--- src/rtl/sp_pkg.sv ---
package sp_pkg;

  // Input is active-low when it spends more clocks high than low.
  function automatic logic high_dominant(input logic [31:0] hi_cnt,
                                         input logic [31:0] lo_cnt);
    return hi_cnt > lo_cnt;
  endfunction

  // Length of the agreeing run after one more decision.
  function automatic int next_run(input int cur, input int limit, input logic agree);
    if (!agree) return 1;
    if (cur >= limit) return limit;
    return cur + 1;
  endfunction

endpackage

--- src/rtl/sp_sync.sv ---
module sp_sync #(
  parameter int STAGES = 2
) (
  input  logic clk,
  input  logic rst_n,
  input  logic d,
  output logic q
);
  logic [STAGES-1:0] pipe;

  if (STAGES > 1) begin : g_multi
    always_ff @(posedge clk or negedge rst_n) begin
      if (!rst_n) pipe <= '0;
      else        pipe <= {pipe[STAGES-2:0], d};
    end
  end else begin : g_single
    always_ff @(posedge clk or negedge rst_n) begin
      if (!rst_n) pipe <= '0;
      else        pipe <= d;
    end
  end

  assign q = pipe[STAGES-1];
endmodule

--- src/rtl/sp_duty_cmp.sv ---
module sp_duty_cmp #(
  parameter int CW = 16
) (
  input  logic clk,
  input  logic rst_n,
  input  logic lvl,
  input  logic restart,
  output logic rise_ev,
  output logic dec_ev,
  output logic dec_neg
);
  logic          lvl_d;
  logic          armed_q;
  logic [CW-1:0] hi_q;
  logic [CW-1:0] lo_q;

  assign rise_ev = lvl & ~lvl_d;
  assign dec_ev  = rise_ev & armed_q & ~restart;
  assign dec_neg = sp_pkg::high_dominant(32'(hi_q), 32'(lo_q));

  always_ff @(posedge clk or negedge rst_n) begin
    if (!rst_n) begin
      lvl_d   <= 1'b0;
      armed_q <= 1'b0;
      hi_q    <= '0;
      lo_q    <= '0;
    end else begin
      lvl_d <= lvl;
      if (rise_ev) begin
        hi_q <= CW'(1);
        lo_q <= '0;
      end else if (lvl) begin
        if (hi_q != '1) hi_q <= hi_q + 1'b1;
      end else begin
        if (lo_q != '1) lo_q <= lo_q + 1'b1;
      end
      if (restart)      armed_q <= 1'b0;
      else if (rise_ev) armed_q <= 1'b1;
    end
  end
endmodule

--- src/rtl/sp_settle.sv ---
module sp_settle #(
  parameter int SETTLE = 61,
  parameter int IDLE   = 12000
) (
  input  logic clk,
  input  logic rst_n,
  input  logic rise_ev,
  input  logic dec_ev,
  input  logic dec_neg,
  input  logic mode_chg,
  output logic pol,
  output logic settled,
  output logic idle_hit,
  output logic restart
);
  localparam int SW = $clog2(SETTLE + 1);
  localparam int IW = $clog2(IDLE + 1);

  logic [SW-1:0] run_q;
  logic [IW-1:0] idle_q;
  logic          pol_q;

  assign idle_hit = (idle_q == IW'(IDLE - 1)) & ~rise_ev;
  assign restart  = mode_chg | idle_hit;
  assign pol      = pol_q;
  assign settled  = (run_q == SW'(SETTLE));

  always_ff @(posedge clk or negedge rst_n) begin
    if (!rst_n) begin
      run_q  <= '0;
      idle_q <= '0;
      pol_q  <= 1'b0;
    end else begin
      if (rise_ev || mode_chg)   idle_q <= '0;
      else if (idle_q != IW'(IDLE)) idle_q <= idle_q + 1'b1;

      if (restart) begin
        run_q <= '0;
      end else if (dec_ev) begin
        pol_q <= dec_neg;
        run_q <= SW'(sp_pkg::next_run(32'(run_q), SETTLE, dec_neg == pol_q));
      end
    end
  end
endmodule

--- src/rtl/sp_pol_chan.sv ---
module sp_pol_chan #(
  parameter int STAGES = 2,
  parameter int CW     = 16,
  parameter int SETTLE = 61,
  parameter int IDLE   = 12000
) (
  input  logic clk,
  input  logic rst_n,
  input  logic sync_in,
  input  logic mode_chg,
  output logic sync_out,
  output logic pol,
  output logic settled,
  output logic lvl,
  output logic dec_ev,
  output logic dec_neg,
  output logic idle_hit
);
  logic rise_ev;
  logic restart;

  sp_sync #(.STAGES(STAGES)) u_sync (
    .clk   (clk),
    .rst_n (rst_n),
    .d     (sync_in),
    .q     (lvl)
  );

  sp_duty_cmp #(.CW(CW)) u_duty (
    .clk     (clk),
    .rst_n   (rst_n),
    .lvl     (lvl),
    .restart (restart),
    .rise_ev (rise_ev),
    .dec_ev  (dec_ev),
    .dec_neg (dec_neg)
  );

  sp_settle #(.SETTLE(SETTLE), .IDLE(IDLE)) u_settle (
    .clk      (clk),
    .rst_n    (rst_n),
    .rise_ev  (rise_ev),
    .dec_ev   (dec_ev),
    .dec_neg  (dec_neg),
    .mode_chg (mode_chg),
    .pol      (pol),
    .settled  (settled),
    .idle_hit (idle_hit),
    .restart  (restart)
  );

  assign sync_out = lvl ^ pol;
endmodule

--- src/rtl/sync_polarity_norm.sv ---
module sync_polarity_norm #(
  parameter int SYNC_STAGES = 2,
  parameter int H_CNT_W     = 16,
  parameter int V_CNT_W     = 20,
  parameter int H_SETTLE    = 61,
  parameter int V_SETTLE    = 5,
  parameter int H_IDLE      = 12000,
  parameter int V_IDLE      = 3000000
) (
  input  logic clk,
  input  logic rst_n,
  input  logic hsync_in,
  input  logic vsync_in,
  input  logic mode_chg,
  output logic hsync_out,
  output logic vsync_out,
  output logic h_inv,
  output logic v_inv,
  output logic h_settled,
  output logic v_settled
);
  localparam int NCH = 2;

  logic [NCH-1:0] raw_in;
  logic [NCH-1:0] chan_out;
  logic [NCH-1:0] chan_pol;
  logic [NCH-1:0] chan_set;
  logic [NCH-1:0] chan_lvl;
  logic [NCH-1:0] chan_dec_ev;
  logic [NCH-1:0] chan_dec_neg;
  logic [NCH-1:0] chan_idle_hit;

  assign raw_in = {vsync_in, hsync_in};

  for (genvar g = 0; g < NCH; g++) begin : g_chan
    localparam int CW_G     = (g == 0) ? H_CNT_W  : V_CNT_W;
    localparam int SETTLE_G = (g == 0) ? H_SETTLE : V_SETTLE;
    localparam int IDLE_G   = (g == 0) ? H_IDLE   : V_IDLE;

    sp_pol_chan #(
      .STAGES (SYNC_STAGES),
      .CW     (CW_G),
      .SETTLE (SETTLE_G),
      .IDLE   (IDLE_G)
    ) u_chan (
      .clk      (clk),
      .rst_n    (rst_n),
      .sync_in  (raw_in[g]),
      .mode_chg (mode_chg),
      .sync_out (chan_out[g]),
      .pol      (chan_pol[g]),
      .settled  (chan_set[g]),
      .lvl      (chan_lvl[g]),
      .dec_ev   (chan_dec_ev[g]),
      .dec_neg  (chan_dec_neg[g]),
      .idle_hit (chan_idle_hit[g])
    );
  end

  assign hsync_out = chan_out[0];
  assign vsync_out = chan_out[1];
  assign h_inv     = chan_pol[0];
  assign v_inv     = chan_pol[1];
  assign h_settled = chan_set[0];
  assign v_settled = chan_set[1];
endmodule

--- config.mk ---
export PLATFORM = sky130hd
export DESIGN_NAME = sync_polarity_norm
export DESIGN_NICKNAME = d
export VERILOG_FILES = /design/src/rtl/sp_pkg.sv /design/src/rtl/sp_sync.sv /design/src/rtl/sp_duty_cmp.sv /design/src/rtl/sp_settle.sv /design/src/rtl/sp_pol_chan.sv /design/src/rtl/sync_polarity_norm.sv
export SDC_FILE = /design/constraint.sdc
export NUM_CORES = 1
export LEC_CHECK = 0
export BUFFER_PORTS_ARGS = -buffer_cell sky130_fd_sc_hd__buf_4
export CAP_MARGIN = 20
export CORE_MARGIN = 10
export CORE_UTILIZATION = 55
export CTS_BUF_LIST = sky130_fd_sc_hd__clkbuf_4
export DETAILED_ROUTE_END_ITERATION = 10
export PLACE_DENSITY = 0.77
export SYNTH_ARGS = -nofsm -noshare
export SYNTH_HDL_FRONTEND = slang
export SYNTH_SLANG_ARGS = --single-unit
--- constraint.sdc ---
create_clock -name clk -period 5.05 [get_ports clk]
set_input_delay 0.7575 -clock clk [delete_from_list [all_inputs] [get_ports clk]]
set_output_delay 0.7575 -clock clk [all_outputs]
set_load 0.01 [all_outputs]
Yosys cells after proc, flatten, opt, wreduce, memory -nomap -nowiden
Index checks and enable logic that the tools add are counted.
{ "totals": {"reg_bits": 127, "input_bits": 5, "wordCells": 126} }
{ "classes": {"add_sub_neg": 8, "n_lt_le_gt_ge": 4, "eq_ne": 14, "n_mux": 46, "bitwise_logic": 18, "n_reduce_logical": 20} }
{ "ops": {"columns": ["operator", "n"], "rows": [
  ["two-way mux 20 bit", 6],
  ["two-way mux 16 bit", 6],
  ["two-way mux 22 bit", 2],
  ["adder 20 x 1 -> 20 bit, second input constant", 2],
  ["!= test 20 bit, second input constant", 2],
  ["adder 16 x 1 -> 16 bit, second input constant", 2],
  ["!= test 16 bit, second input constant", 2],
  ["two-way mux 6 bit", 5],
  ["two-way mux 14 bit", 2],
  ["nonzero test 2 bit", 12],
  ["adder 22 x 1 -> 22 bit, second input constant", 1],
  ["equality test 22 bit, second input constant", 1],
  ["!= test 22 bit, second input constant", 1],
  ["> comparator 20 bit", 1],
  ["two-way mux 1 bit", 20],
  ["> comparator 16 bit", 1],
  ["two-way mux 3 bit", 5],
  ["adder 14 x 1 -> 14 bit, second input constant", 1],
  ["equality test 14 bit, second input constant", 1],
  ["!= test 14 bit, second input constant", 1],
  ["AND reduction 2 bit", 6],
  ["AND 1 bit", 8],
  ["adder 6 x 1 -> 6 bit, second input constant", 1],
  ["equality test 6 bit, second input constant", 1],
  ["other kinds (10)", 20]
]} }

Logic depth before layout (Yosys ltp)
{ "logic_depth": {"ltp_word": 16, "mapped_depth": 9, "depth_no_buf": 9} }

By module
From an unflattened synthesis, not the netlist that was laid out.
{ "hier_totals": {"hier_cells": 870, "area_unflattened_um2": 7941.4} }
{ "by_module_without_submodules": {"columns": ["module", "n_inst", "cells_per_inst", "area_per_inst_um2", "seq_area_each_um2"], "rows": [
  ["sp_duty_cmp at g_chan[1].u_chan.u_duty", 1, 322, 2790.2, 1051.0],
  ["sp_duty_cmp at g_chan[0].u_chan.u_duty", 1, 254, 2322.2, 850.8],
  ["sp_settle at g_chan[1].u_chan.u_settle", 1, 160, 1478.9, 650.6],
  ["sp_settle at g_chan[0].u_chan.u_settle", 1, 128, 1232.4, 525.5],
  ["sp_sync", 2, 2, 50.0, 50.0],
  ["sp_pol_chan", 2, 1, 8.8, 0.0]
]} }

Least setup slack after synthesis
No wires, ideal clock.
{ "synth_path": {"path_type": "register -> register", "start": "register g_chan[0].u_chan.u_duty.hi_q[14]", "end": "register g_chan[0].u_chan.u_settle.run_q[2]", "setup_time_ps": 130, "arrival_time_ps": 2221, "t_required_ps": 4920, "setup_slack_ps": 2699, "path_stages_with_launch": 9, "n_path_buf": 0, "synth_period_minus_slack_ps": 2351, "path_cell_list": "dfrtp_1 ha_1 nand4_2 nor2_1 or4_1 a211o_1 a21o_1 a41oi_1 o22ai_1"} }
{ "synth_via": {"elab_chain_len": 8} }
{ "synth_lines": {"columns": ["element", "line", "text"], "rows": [
  ["start, declared", "sp_duty_cmp.sv:14", "logic [CW-1:0] hi_q;"],
  ["start signal, assigned", "sp_duty_cmp.sv:33", "if (hi_q != '1) hi_q <= hi_q + 1'b1;"],
  ["> comparator 16 bit", "sp_pkg.sv:6", "return hi_cnt > lo_cnt;"],
  ["equality test 1 bit", "sp_settle.sv:41", "run_q <= SW'(sp_pkg::next_run(32'(run_q), SETTLE, dec_neg == pol_q));"],
  ["two-way mux 1 bit", "sp_pkg.sv:11", "if (!agree) return 1;"],
  ["two-way mux 1 bit", "sp_settle.sv:39", "end else if (dec_ev) begin"],
  ["two-way mux 1 bit", "sp_settle.sv:37", "if (restart) begin"],
  ["two-way mux 6 bit", "sp_pkg.sv:12", "if (cur >= limit) return limit;"],
  ["two-way mux 6 bit", "sp_settle.sv:39", null],
  ["two-way mux 6 bit", "sp_settle.sv:37", null],
  ["end signal, assigned", "sp_settle.sv:41", null],
  ["end, declared", "sp_settle.sv:19", "logic [SW-1:0] run_q;"]
]} }
No other way between the ends. The select of a mux whose other input is x is not followed.
A chain may end at the register's enable or synchronous reset.

Final worst setup path
Ends and elaborated chain as after synthesis.

==> impl_metrics.env <==
export IMPL_status="completed"
export IMPL_cts_resized_gates=0
export IMPL_synthToLayoutAreaGrowth_pct=7.04
export IMPL_hold_class="input port to async pin"
export IMPL_portBuffers=10
export IMPL_leakagePower_nw=3.43
export IMPL_setup_tns_ns=0
export IMPL_synth_xor_area_share_pct=8.99
export IMPL_slew_viol_final=0
export IMPL_synthMuxAreaShare_pct=0.565
export IMPL_worst_clock_skew_ns=0.0227
export IMPL_synth_avg_cell_area_sq_um=9.16
export IMPL_io_pins=11
export IMPL_cts_path_max_buffers=2
export IMPL_cp_start_kind="flip-flop"
export IMPL_p_switching_mw=0.671
export IMPL_async_reset_ff_share_pct=100
export IMPL_num_vias=5816
export IMPL_die_y_microns=135
export IMPL_antenna_found_initial=0
export IMPL_syn_cell_area_sq_um=7310
export IMPL_ys_types=62
export IMPL_drv_cap=0
export IMPL_clk_latency_ns=0.55
export IMPL_synthCells=798
export IMPL_grt_pass1_vias=5685
export IMPL_wl_per_cell_microns=15.4
export IMPL_rr_startpoint="g_chan[0].u_chan.u_duty.hi_q[14]"
export IMPL_yosysSeqAreaShare_pct=43.5
export IMPL_grt_usage_pct=17.6
export IMPL_cp_arrival_ns=3.01
export IMPL_remaining_drc_errors=0
export IMPL_final_layout_size_suffix_gt1_share_pct=7.23
export IMPL_dp_slack_ns=2.52
export IMPL_grt_max_degree=75
export IMPL_cts_hold_buf=0
export IMPL_place_congestion=0.835
export IMPL_vias_per_cell=5.78
export IMPL_tightest_slew_ns=0.935
export IMPL_dpl_hpwl_mm=11.2
export IMPL_clock_sinks=127
export IMPL_drt_iter0_drc=444
export IMPL_seqPwrFrac_pct=53.5
export IMPL_cts_root_buf="clkbuf_4"
export IMPL_switching_share_pct=31.9
export IMPL_tritoncts="done"
export IMPL_finalHoldViolCount=0
export IMPL_die_w_microns=135
export IMPL_fin_nets=871
export IMPL_synth_top_family_by_area="simple AND/OR/NAND/NOR gates"
export IMPL_numCtsBuffers=17
export IMPL_worst_slack_ns=2.47
export IMPL_fmax_ghz=0.387
export IMPL_setup_viol_count_final=0
export IMPL_drt_first_pass_iters=5
export IMPL_wl_mm=15.4
export IMPL_worst_ir_drop_vdd_mv=0.163
export IMPL_grt_pass1_wl_mm=26.8
export IMPL_start_util_pct=55.6
export IMPL_synth_compound_area_share_pct=9.98
export IMPL_postCtsSetupBuffers=0
export IMPL_slew_headroom_pct=37.5
export IMPL_place_inst=974
export IMPL_fin_crit_ns=2.58
export IMPL_setup_worst_path_end_class="flip-flop"
export IMPL_fin_crit_sh_pct=51.2
export IMPL_fp_coreArea_sq_um=13100
export IMPL_critPathMaxFanout=6
export IMPL_clk_pin_slew_ns=0.11
export IMPL_rsz0062_at_grt="no"
export IMPL_synth_edf_count=0
export IMPL_htreeDepth=4
export IMPL_pwr_density_cell_nw_per_um2=269
export IMPL_synth_top_flop_cell="dfrtp_1"
export IMPL_combinationalPowerShare_pct=16.6
export IMPL_antennaDiodeCount=0
export IMPL_synth_fp_nets=852
export IMPL_overflow=0
export IMPL_synth_simple_area_share_pct=24.8
export IMPL_layout_cells_non_filler=1006
export IMPL_synth_warnings=0
export IMPL_p_int_mw=1.44
export IMPL_placement_rows=42
export IMPL_yosys_area_share_adder_pct=8.39
export IMPL_p_clk_share_pct=30.0
export IMPL_die_area_sq_um=18300
export IMPL_detail_route_antenna_nets=0
export IMPL_ys_seq_elements=127
export IMPL_cp_required_ns=5.48
export IMPL_criticalPathCategory="flip-flop to flip-flop"
export IMPL_worstSetupStartpoint="g_chan[0].u_chan.u_duty.hi_q[14]"
## stage by stage
stage,power (mW),area (sq um),util [%],hold slack (ns)
final,2.11,7820,59.5,0.324
after global routing,2.23,7820,59.5,0.265
after CTS,2.13,7820,59.5,0.281
after detailed placement,1.49,7570,57.6,0.340
after global placement,1.46,7570,57.6,0.334
after floorplan,1.37,7310,-,0.331
## power groups by stage
stage	logic, mW	clock network (mW)	registers [mW]
after floorplan	0.242	0	1.13
final	0.349	0.631	1.13
after global routing	0.398	0.697	1.14
after detailed placement	0.346	0	1.15
after global placement	0.322	0	1.14
after CTS	0.349	0.652	1.13
## cell usage after synthesis, drive strengths merged (3+ instances only)
| cell | instances | share of area (%) |
|---|---|---|
| o41ai | 4 | 0.74 |
| o211ai | 3 | 0.31 |
| nor3 | 19 | 1.5 |
| a21o | 6 | 0.62 |
| nand2 | 66 | 3.4 |
| o31ai | 9 | 0.99 |
| o21a | 3 | 0.31 |
| or3 | 6 | 0.51 |
| buf | 3 | 0.27 |
| inv | 57 | 2.9 |
| nor4 | 9 | 0.86 |
| nand3 | 68 | 4.7 |
| and2 | 7 | 0.60 |
| mux2i | 3 | 0.41 |
| and3 | 17 | 1.5 |
| dfrtp | 127 | 43 |
| o21ai | 38 | 2.6 |
| nor2 | 106 | 5.5 |
| clkbuf | 11 | 0.56 |
| nor2b | 5 | 0.43 |
| nand4 | 33 | 3.1 |
| a21oi | 28 | 1.9 |
| xnor2 | 35 | 4.2 |
| and4 | 8 | 0.96 |
| ha | 49 | 8.4 |
| xor2 | 40 | 4.8 |
| nand2b | 7 | 0.60 |
## worst paths after layout
kind                                                         to  slack, ns  depth (start not counted)
max                          g_chan[0].u_chan.u_settle.run_q[2]       2.47                          8
min                             g_chan[0].u_chan.u_duty.hi_q[7]       0.32                          2
max reg2reg                  g_chan[0].u_chan.u_settle.run_q[2]       2.47                          8
min reg2reg                     g_chan[1].u_chan.u_sync.pipe[1]       0.36                          0
max in group asynchronous  g_chan[1].u_chan.u_settle.idle_q[11]       4.02                          2
min in group clk                g_chan[1].u_chan.u_sync.pipe[0]       0.32                          1
## state kept, by name, indices dropped and copies added, names as in the netlist
signal / count
g_chan.u_chan.u_duty.armed_q: 2
g_chan.u_chan.u_duty.hi_q: 36
g_chan.u_chan.u_duty.lo_q: 36
g_chan.u_chan.u_duty.lvl_d: 2
g_chan.u_chan.u_settle.idle_q: 36
g_chan.u_chan.u_settle.pol: 2
g_chan.u_chan.u_settle.run_q: 9
g_chan.u_chan.u_sync.pipe: 4
## final cells by class
class | instances | area (sq um)
fillers | 1104 | 5320
clock buffers | 17 | 128
repair buffers | 14 | 105
inverters | 57 | 214
well taps | 176 | 220
multi-input cells | 600 | 3850
flip-flops and latches | 127 | 3180
clock inverters | 15 | 123
## worst max-delay path: stages (launching register included)
cell,delay [ns]
dfrtp_1,0.46
ha_1,0.34
nand4_2,0.13
nor2_1,0.05
or4_1,0.51
a211o_1,0.33
a21o_1,0.26
a41oi_1,0.27
o22ai_1,0.12
## layout by cell type (no fill, tap or decap), types with 3 or more instances in the layout
master        n
or3_1         6
and2_1        6
a21oi_1      28
buf_4        14
xor2_1       40
o31ai_1       8
o21ai_0      37
inv_1        57
nor4_1        8
mux2i_1       3
ha_1         49
o211ai_1      3
nand3_1      67
nor3_1       16
o41ai_1       3
o21a_1        3
nand2_1      66
nand4_2       3
and3_1       17
nor2b_1       5
clkbuf_4     17
clkinvlp_4    4
clkinv_2      4
xnor2_1      35
a21o_1        6
nor3_2        3
nand4_1      30
dfrtp_1     127
nand2b_1      7
and4_1        8
nor2_1      105
clkinv_4      3
## per-layer routing
| layer | track usage [%] | vias to the layer above | wire length (microns) |
|---|---|---|---|
| li1 | - | 2828 | - |
| met4 | 5.08 | 0 | 132 |
| met3 | 4.41 | 13 | 633 |
| met5 | 0 | - | 0 |
| met2 | 29.4 | 130 | 7730 |
| met1 | 22.0 | 2845 | 6950 |
## logic make-up (layout without fill, tap and decap cells)
kind of cell / Yosys count / in the layout
AOI/OAI and AO/OA: 110 / 110
and+or+nand+nor: 362 / 362
muxes: 4 / 4
buffers and inverters: 71 / 103
xor gates and xnor gates: 75 / 75
adders and majority gates: 49 / 49
DFF: 127 / 127
No activity file was read; power rests on OpenSTA's default activity.
